`src/rtl/lin_mode_pkg.sv`:
```
package lin_mode_pkg;

   typedef enum logic [4:0] {
      M_OFF   = 5'b00001,
      M_PRE   = 5'b00010,
      M_RUN   = 5'b00100,
      M_QUIET = 5'b01000,
      M_DOZE  = 5'b10000
   } lin_mode_e;

endpackage

```
`src/rtl/lin_pin_sync.sv`:
```
module lin_pin_sync #(
   parameter int SYNC_STAGES = 2
) (
   input  logic clk,
   input  logic rst_n,
   input  logic en_pin,
   input  logic txd_pin,
   output logic en_lvl,
   output logic txd_lvl,
   output logic en_fall
);
   localparam int LAST = SYNC_STAGES - 1;

   if (SYNC_STAGES < 2) begin : g_bad_stages
      $error("lin_pin_sync: SYNC_STAGES must be at least 2");
   end

   logic [LAST:0] en_q;
   logic [LAST:0] txd_q;
   logic          en_prev;

   // EN rests low (pull-down), TXD rests high (pull-up)
   always_ff @(posedge clk or negedge rst_n) begin
      if (!rst_n) begin
         en_q    <= '0;
         txd_q   <= '1;
         en_prev <= 1'b0;
      end else begin
         en_q    <= {en_q[LAST-1:0], en_pin};
         txd_q   <= {txd_q[LAST-1:0], txd_pin};
         en_prev <= en_q[LAST];
      end
   end

   assign en_lvl  = en_q[LAST];
   assign txd_lvl = txd_q[LAST];
   assign en_fall = en_prev & ~en_q[LAST];

endmodule

```
`src/rtl/lin_tick_timer.sv`:
```
module lin_tick_timer #(
   parameter int LIMIT = 16
) (
   input  logic clk,
   input  logic rst_n,
   input  logic tick,
   input  logic restart,
   input  logic run,
   output logic done
);
   localparam int CW = (LIMIT < 1) ? 1 : $clog2(LIMIT + 1);

   if (LIMIT < 0 || LIMIT > 16777215) begin : g_bad_limit
      $error("lin_tick_timer: LIMIT out of range");
   end

   if (LIMIT == 0) begin : g_none
      assign done = 1'b1;
   end else begin : g_cnt
      logic [CW-1:0] cnt;

      always_ff @(posedge clk or negedge rst_n) begin
         if (!rst_n)
            cnt <= '0;
         else if (restart)
            cnt <= '0;
         else if (run && tick && (cnt != CW'(LIMIT)))
            cnt <= cnt + 1'b1;
      end

      assign done = (cnt == CW'(LIMIT));

      // count never passes its limit
      assert_cnt_bound_R3: assert property (@(posedge clk) disable iff (!rst_n)
         cnt <= CW'(LIMIT));

      // without a tick the count cannot move
      assert_tick_gate_R3: assert property (@(posedge clk) disable iff (!rst_n)
         (!tick && !restart) |=> $stable(cnt));
   end

endmodule

```
`src/rtl/lin_mode_fsm.sv`:
```
module lin_mode_fsm
   import lin_mode_pkg::*;
(
   input  logic      clk,
   input  logic      rst_n,
   input  logic      supply_ok,
   input  logic      vcc_uv,
   input  logic      wake,
   input  logic      en_lvl,
   input  logic      en_fall,
   input  logic      txd_lvl,
   input  logic      hold_done,
   input  logic      uv_done,
   output lin_mode_e state,
   output logic      hold_restart,
   output logic      uv_run,
   output logic      wake_flag
);
   lin_mode_e state_nxt;
   logic      wake_nxt;
   logic      active;

   assign active = (state == M_RUN) || (state == M_QUIET);
   assign uv_run = vcc_uv && active;

   always_comb begin
      state_nxt    = state;
      wake_nxt     = 1'b0;
      hold_restart = 1'b0;
      if (!supply_ok) begin
         state_nxt = M_OFF;
      end else begin
         unique case (state)
            M_OFF: begin
               state_nxt    = M_PRE;
               hold_restart = 1'b1;
            end
            M_PRE: begin
               wake_nxt = wake_flag;
               if (vcc_uv)
                  hold_restart = 1'b1;
               else if (hold_done && en_lvl)
                  state_nxt = M_RUN;
            end
            M_RUN: begin
               if (uv_done) begin
                  state_nxt    = M_PRE;
                  hold_restart = 1'b1;
               end else if (en_fall) begin
                  state_nxt = txd_lvl ? M_QUIET : M_DOZE;
               end
            end
            M_QUIET: begin
               if (uv_done) begin
                  state_nxt    = M_PRE;
                  hold_restart = 1'b1;
               end else if (wake) begin
                  state_nxt = M_PRE;
                  wake_nxt  = 1'b1;
               end else if (en_lvl) begin
                  state_nxt = M_RUN;
               end
            end
            M_DOZE: begin
               if (wake) begin
                  state_nxt    = M_PRE;
                  wake_nxt     = 1'b1;
                  hold_restart = 1'b1;
               end
            end
            default: state_nxt = M_OFF;
         endcase
      end
      if (state_nxt != M_PRE)
         wake_nxt = 1'b0;
   end

   always_ff @(posedge clk or negedge rst_n) begin
      if (!rst_n) begin
         state     <= M_OFF;
         wake_flag <= 1'b0;
      end else begin
         state     <= state_nxt;
         wake_flag <= wake_nxt;
      end
   end

   assert_supply_loss_R10: assert property (@(posedge clk) disable iff (!rst_n)
      !supply_ok |=> (state == M_OFF));

   assert_power_entry_R1: assert property (@(posedge clk) disable iff (!rst_n)
      (state == M_OFF && supply_ok) |=> (state == M_PRE));

   assert_hold_blocks_R2: assert property (@(posedge clk) disable iff (!rst_n)
      (state == M_PRE && !hold_done) |=> (state == M_PRE || state == M_OFF));

   assert_sleep_holds_R6: assert property (@(posedge clk) disable iff (!rst_n)
      (state == M_DOZE && supply_ok && !wake) |=> (state == M_DOZE));

   assert_uv_exit_R7: assert property (@(posedge clk) disable iff (!rst_n)
      (uv_done && supply_ok && active) |=> (state == M_PRE));

   assert_quiet_wake_R8: assert property (@(posedge clk) disable iff (!rst_n)
      (state == M_QUIET && wake && supply_ok && !uv_done) |=> (state == M_PRE && wake_flag));

endmodule

```
`src/rtl/lin_mode_ctrl.sv`:
```
module lin_mode_ctrl
   import lin_mode_pkg::*;
#(
   parameter int RESET_TICKS    = 10000,
   parameter int DEBOUNCE_TICKS = 4,
   parameter int SYNC_STAGES    = 2
) (
   input  logic       clk,
   input  logic       rst_n,
   input  logic       tick,
   input  logic       supply_ok,
   input  logic       vcc_uv,
   input  logic       en_pin,
   input  logic       txd_pin,
   input  logic       wake,
   output logic       reg_en,
   output logic       reg_tight,
   output logic       tx_en,
   output logic       term_en,
   output logic       nres,
   output logic       txd_pulldown,
   output logic [4:0] mode_code
);
   if (RESET_TICKS < 1) begin : g_bad_hold
      $error("lin_mode_ctrl: RESET_TICKS must be at least 1");
   end

   logic      en_lvl, txd_lvl, en_fall;
   logic      hold_done, hold_restart;
   logic      uv_done, uv_run;
   logic      wake_flag;
   lin_mode_e state;

   lin_pin_sync #(.SYNC_STAGES(SYNC_STAGES)) u_sync (
      .clk     (clk),
      .rst_n   (rst_n),
      .en_pin  (en_pin),
      .txd_pin (txd_pin),
      .en_lvl  (en_lvl),
      .txd_lvl (txd_lvl),
      .en_fall (en_fall)
   );

   lin_tick_timer #(.LIMIT(RESET_TICKS)) u_hold (
      .clk     (clk),
      .rst_n   (rst_n),
      .tick    (tick),
      .restart (hold_restart),
      .run     (state == M_PRE),
      .done    (hold_done)
   );

   lin_tick_timer #(.LIMIT(DEBOUNCE_TICKS)) u_uvdb (
      .clk     (clk),
      .rst_n   (rst_n),
      .tick    (tick),
      .restart (!uv_run),
      .run     (uv_run),
      .done    (uv_done)
   );

   lin_mode_fsm u_fsm (
      .clk          (clk),
      .rst_n        (rst_n),
      .supply_ok    (supply_ok),
      .vcc_uv       (vcc_uv),
      .wake         (wake),
      .en_lvl       (en_lvl),
      .en_fall      (en_fall),
      .txd_lvl      (txd_lvl),
      .hold_done    (hold_done),
      .uv_done      (uv_done),
      .state        (state),
      .hold_restart (hold_restart),
      .uv_run       (uv_run),
      .wake_flag    (wake_flag)
   );

   always_comb begin
      reg_en       = (state != M_OFF) && (state != M_DOZE);
      reg_tight    = (state == M_PRE) || (state == M_RUN);
      tx_en        = (state == M_RUN);
      term_en      = (state == M_PRE) || (state == M_RUN);
      nres         = (state == M_RUN) || (state == M_QUIET) ||
                     ((state == M_PRE) && hold_done);
      txd_pulldown = (state == M_PRE) && wake_flag;
      mode_code    = state;
   end

   // the host reset may only release in Pre-normal once the hold has run out
   assert_nres_release_R2: assert property (@(posedge clk) disable iff (!rst_n)
      ($rose(nres) && state == M_PRE) |-> hold_done);

endmodule

```
`config.mk`:
```
export PLATFORM = sky130hd
export DESIGN_NAME = lin_mode_ctrl
export DESIGN_NICKNAME = d
export VERILOG_FILES = /design/src/rtl/lin_mode_pkg.sv /design/src/rtl/lin_pin_sync.sv /design/src/rtl/lin_tick_timer.sv /design/src/rtl/lin_mode_fsm.sv /design/src/rtl/lin_mode_ctrl.sv
export SDC_FILE = /design/constraint.sdc
export NUM_CORES = 1
export LEC_CHECK = 0
export ABC_CLOCK_PERIOD_IN_PS = 5400
export BUFFER_PORTS_ARGS = -buffer_cell sky130_fd_sc_hd__buf_2
export CORE_MARGIN = 2
export CORE_UTILIZATION = 60
export CTS_CLUSTER_SIZE = 24
export DETAILED_ROUTE_END_ITERATION = 8
export PLACE_DENSITY = 0.84
export SLEW_MARGIN = 10
export SYNTH_ARGS = -nofsm -noshare
export SYNTH_HDL_FRONTEND = slang
export SYNTH_SLANG_ARGS = --single-unit
```
`constraint.sdc`:
```
create_clock -name clk -period 5.4 [get_ports clk]
set_input_delay 0.27 -clock clk [delete_from_list [all_inputs] [get_ports clk]]
set_output_delay 0.27 -clock clk [all_outputs]
set_load 0.02 [all_outputs]
```
* Word level (Yosys, flattened, before mapping) *
Index checks and enable logic that the tools add are counted.

storage, ports and cells
  flip-flop bits (word level) = 28
  bits of input ports = 8
  output and inout port bits = 11
  logic and storage cells = 63

cells by class
  add/sub/neg operators = 2
  equal/unequal tests = 14
  mux-type cells = 24
  bitwise logic cells = 2
  reduce and logical (&&, ||, !) cells = 14

operator list
  operator                                             number
  2-to-1 mux 5 bit                                     10
  2-to-1 mux 14 bit                                    2
  one-hot mux 5 bit (5 select lines)                   1
  adder 14 x 1 -> 14 bit, second input constant        1
  equality test 14 bit, second input constant          1
  != test 14 bit, second input constant                1
  logical AND 1 bit                                    9
  2-to-1 mux 1 bit                                     7
  2-to-1 mux 3 bit                                     2
  equality test 5 x 1 -> 1 bit, second input constant  1
  equality test 5 x 2 -> 1 bit, second input constant  1
  equality test 5 x 3 -> 1 bit, second input constant  1
  equality test 5 x 4 -> 1 bit, second input constant  1
  equality test 5 bit, second input constant           1
  != test 5 x 1 -> 1 bit, second input constant        1
  != test 5 x 2 -> 1 bit, second input constant        1
  != test 5 bit, second input constant                 1
  one-hot mux 1 bit (4 select lines)                   1
  adder 3 x 1 -> 3 bit, second input constant          1
  equality test 3 bit, second input constant           1
  logical OR 1 bit                                     3
  != test 3 x 2 -> 1 bit, second input constant        1
  != test 3 bit, second input constant                 1
  one-hot mux 1 bit (3 select lines)                   1
  5 further kinds                                      5

* Depth between registers and ports, before layout *
  word-level depth = 8
  gate-level depth with buffers = 7
  gate-level depth less buffers = 6

* Hierarchy *
Synthesis repeated with hierarchy kept, for this count alone.

second synthesis, totals
  cells, all modules = 184
  area, all modules = 1778.0 um2

by module, submodules not included
  module                    times used  cells each  area each (um2)  sequential area each (um2)
  lin_tick_timer at u_hold  1           85          804.5            350.3
  lin_mode_fsm              1           58          515.5            151.4
  lin_tick_timer at u_uvdb  1           20          202.7            75.1
  lin_pin_sync              1           6           141.4            127.6
  lin_mode_ctrl             1           15          113.9            0.0

* Least setup slack after synthesis *
OpenSTA, ideal clock, no wires.

  kind = register -> output
  start = reg u_fsm.state[1]
  end = out term_en
  arrival = 1.679 ns
  required time = 5.130 ns
  slack = 3.451 ns
  cell stages (with the launch flop) = 6
  path buffers = 2
  cell sequence = dfrtp_1 buf_2 nor3_1 and2_1 nand2b_1 buf_4

between the ends
  word-level cells in the longest chain between the ends = 2
  elaborated cells between the ends (all ways) = 3
  classes of those cells = 2 x eq/ne; 1 x reduce/logical

ends and longest elaborated chain
  what                          line                 text
  from (decl)                   lin_mode_fsm.sv:14   output lin_mode_e state,
  from (signal assigned)        lin_mode_fsm.sv:83   state <= state_nxt;
  equality test 5 x 3 -> 1 bit  -
  via tx_en                     lin_mode_ctrl.sv:18  output logic tx_en,
  logical OR 1 bit              lin_mode_ctrl.sv:83  term_en = (state == M_PRE) || (state == M_RUN);
  to (decl)                     lin_mode_ctrl.sv:19  output logic term_en,

The timed path passes the listed nets, and every way through them passes these cells.

* Worst setup path in the final report *
  start = reg u_hold.g_cnt.cnt[0]
  end = out nres

between the ends
  word-level cells in the longest chain between the ends = 3

ends and longest elaborated chain
  what                    line                  text
  from (decl)             lin_tick_timer.sv:20  logic [CW-1:0] cnt;
  from (signal assigned)  lin_tick_timer.sv:28  cnt <= cnt + 1'b1;
  equality test 14 bit    lin_tick_timer.sv:31  assign done = (cnt == CW'(LIMIT));
  logical AND 1 bit       lin_mode_ctrl.sv:85   ((state == M_PRE) && hold_done);
  logical OR 1 bit        lin_mode_ctrl.sv:84   nres = (state == M_RUN) || (state == M_QUIET) ||
  to (decl)               lin_mode_ctrl.sv:20   output logic nres,

No other way between the ends.

==> flow_summary.yaml <==
logic_synthesis:
  syn_avg_cell_area_um2: 9.35
  ys.flop_type: "dfrtp_1"
  synthXorXnorAreaFrac: 0.0319
  synthSimpleGateAreaFrac: 0.275
  synth_top_family_by_area: "simple AND/OR/NAND/NOR gates"
  synthAdderAreaFrac: 0.0304
  synth_area_mm2: 0.00165
  synth_fp_nets: 188
  synth.top_cell.area_share: 0.380
  ys_warn_count: 0
  ys_types: 44
  synth-seq-area-share: 0.428
  postSynthCellCount: 176
  synth_edf_count: 0
  ys_async_sr_fraction: 1.00
  synth-seq-cells: 28
  synth_mux_area_frac: 0.00684
  synth_compound_area_frac: 0.179
  synth_largest_area_cell: "dfrtp_1"
  synth_area_leaders: "dfrtp_1, a22oi_1, dfstp_2"
status:
  status: "complete, no violations"
floorplanning:
  fp.dieW_um: 56.4
  start_util: 0.647
  core-area_mm2: 0.00254
  die-area_mm2: 0.00318
  io_pins: 19
  rows: 18
  die_y_um: 56.4
setup_path:
  crit_arrival_ns: 2.06
  r2r_cells: 4
  critical-path-max-stage-delay_ns: 0.46
  crit_required_ns: 5.13
  crit_buf_inv: 2
  criticalPathCategory: "flop to output pin"
  r2r-end: "u_hold.g_cnt.cnt[10]"
  endpoint: "nres"
  cp-start-kind: "flop"
  rr_startpoint: "u_fsm.state[2]"
  crit_start: "u_hold.g_cnt.cnt[0]"
  reg2reg_slack_ns: 3.09
  crit_slowest_cell: "dfrtp_1"
  crit_family: "simple AND/OR/NAND/NOR gates"
  cp-end-kind: "output pin"
  path_cells: "inv_1, ha_1, nor4b_1, and4_1, a21o_1, buf_2"
  crit_cells: 6
  cp_max_fo: 8
global_route:
  grt_max_degree: 29
  track_usage: 0.242
  grt_pass1_wl_um: 6070
  overflow: 0
  antenna_found_initial: 0
  grt_pass1_vias: 1351
sta:
  max_freq_mhz: 429
  slew_headroom: 0.225
  setup_viol: 0
  period_share: 0.432
  setup_tns_ns: 0
  maxSlewViolCount: 0
  finClkSkew_ns: 0.00350
  worstMarginPinSlew_ns: 1.16
  grt_setup_unrepaired: "no"
  hold_violations: 0
  finalCriticalPeriod_ns: 2.33
clock_network:
  htree_levels: 1
  cts_inserted_buffers: 3
  tritoncts: "built"
  clkTransAtPathRegs_ns: 0.15
  cts_root_buffer: "clkbuf_4"
  worst_skew_pair.late_latency_ns: 0.34
  cts_max_path_buffers: 2
  cts.sinks: 28
detailed_routing:
  first_pass_iters: 4
  via_count: 1414
  dr.first_iter.drc_count: 78
  totalWireLength_um: 3550
  drcViolationCount: 0
  vias_per_cell: 6.43
  ant_nets: 0
  wl_per_cell_um: 16.1
hold_path:
  hold-path-cell-count: 1
  hold_start: "en_pin"
  hp-class: "input port to flop"
power_and_ir_drop:
  p_leak_uw: 0.000799
  fin_total_pwr_uw: 436
  max-vdd-ir-drop_v: 0.000203
  p_per_area_mw_per_mm2: 245
place:
  portBuffers: 18
  globalplace.congestion: 0.945
  dp_hpwl_um: 2600
job:
  drv_cap: 0
final_layout:
  layout_commonest_cell: "dfrtp_1"
  layout_common_cells: "dfrtp_1, buf_2, nand2_1, o21ai_0, a22oi_1"
  antenna_cells: 0
  area_growth_pct: 7.98
  final_nets: 203
  drive_gt1_frac: 0.163
-- stage by stage --
stage	util	setup slack, ns	cells	hold WS [ns]	instance area [µm²]
floorplan	-	3.45	176	-0.0256	1650
global placement	0.676	3.34	214	0.307	1720
detailed placement	0.676	3.11	214	0.312	1720
CTS	0.694	3.08	219	0.00207	1770
global route	0.698	2.85	220	0.00895	1780
finish	0.698	3.07	220	0.0271	1780
-- area by class of cell --
| class | count | area [µm²] |
|---|---|---|
| multi-input cells | 131 | 862 |
| fillers | 212 | 768 |
| inverters | 7 | 26.3 |
| flip-flops and latches | 28 | 704 |
| well taps | 30 | 37.5 |
| repair buffers | 20 | 110 |
| clock buffers | 4 | 36.3 |
-- cells by family after synthesis --
| family | after synthesis |
|---|---|
| multiplexers | 1 |
| XOR/XNOR | 6 |
| AND/OR/NAND/NOR | 75 |
| AO/OA/AOI/OAI | 45 |
| flip-flops | 28 |
| adder cells (fa/ha/maj) | 4 |
| buffers and inverters | 17 |
-- power by group --
group	internal [µW]	total, µW	switching, µW
sequential	220	234	14.1
combinational	31.1	97.2	66.1
clock	41.4	104	62.9
-- sequential cells by signal (all words and copies together), names as in the netlist --
signal / flops
u_fsm.state: 5
u_fsm.wake_flag: 1
u_hold.g_cnt.cnt: 14
u_sync.en_prev: 1
u_uvdb.g_cnt.cnt: 3
u_sync.en_q: 2
u_sync.txd_q: 2
-- worst min path at each step --
| stage | endpoint | slack, ns |
|---|---|---|
| global route | u_sync.en_q[0] | 0.009 |
| finish | u_sync.en_q[0] | 0.03 |
| floorplan | u_fsm.state[1] | -0.03 |
| detailed placement | u_uvdb.g_cnt.cnt[2] | 0.31 |
| CTS | u_sync.txd_q[0] | 0.002 |
| global placement | u_uvdb.g_cnt.cnt[2] | 0.31 |
-- cell usage after synthesis, drive strengths merged, types with 4 or more instances --
cell type,count
nor2,6
xor2,4
and2,4
nand4,5
a21oi,7
or3,8
nand2,13
dfrtp,25
o21ai,12
ha,4
nor3,5
a22oi,11
nor2b,4
buf,8
nand3,7
inv,7
-- repair_timing --
item	in CTS	in global routing
gates resized for setup	0	0
hold buffers	1	1
endpoints found under the setup margin	0	0
endpoints found under the hold margin	25	1
setup buffers	0	0
-- layer usage --
metal / up-vias / GRT usage / share of wire
met5: - / 0 / 0
met4: 0 / 0.0918 / 0.015
met3: 7 / 0.0484 / 0.071
met2: 59 / 0.361 / 0.46
met1: 668 / 0.348 / 0.45
li1: 680 / - / -
Power figures use the tool's default switching activity.
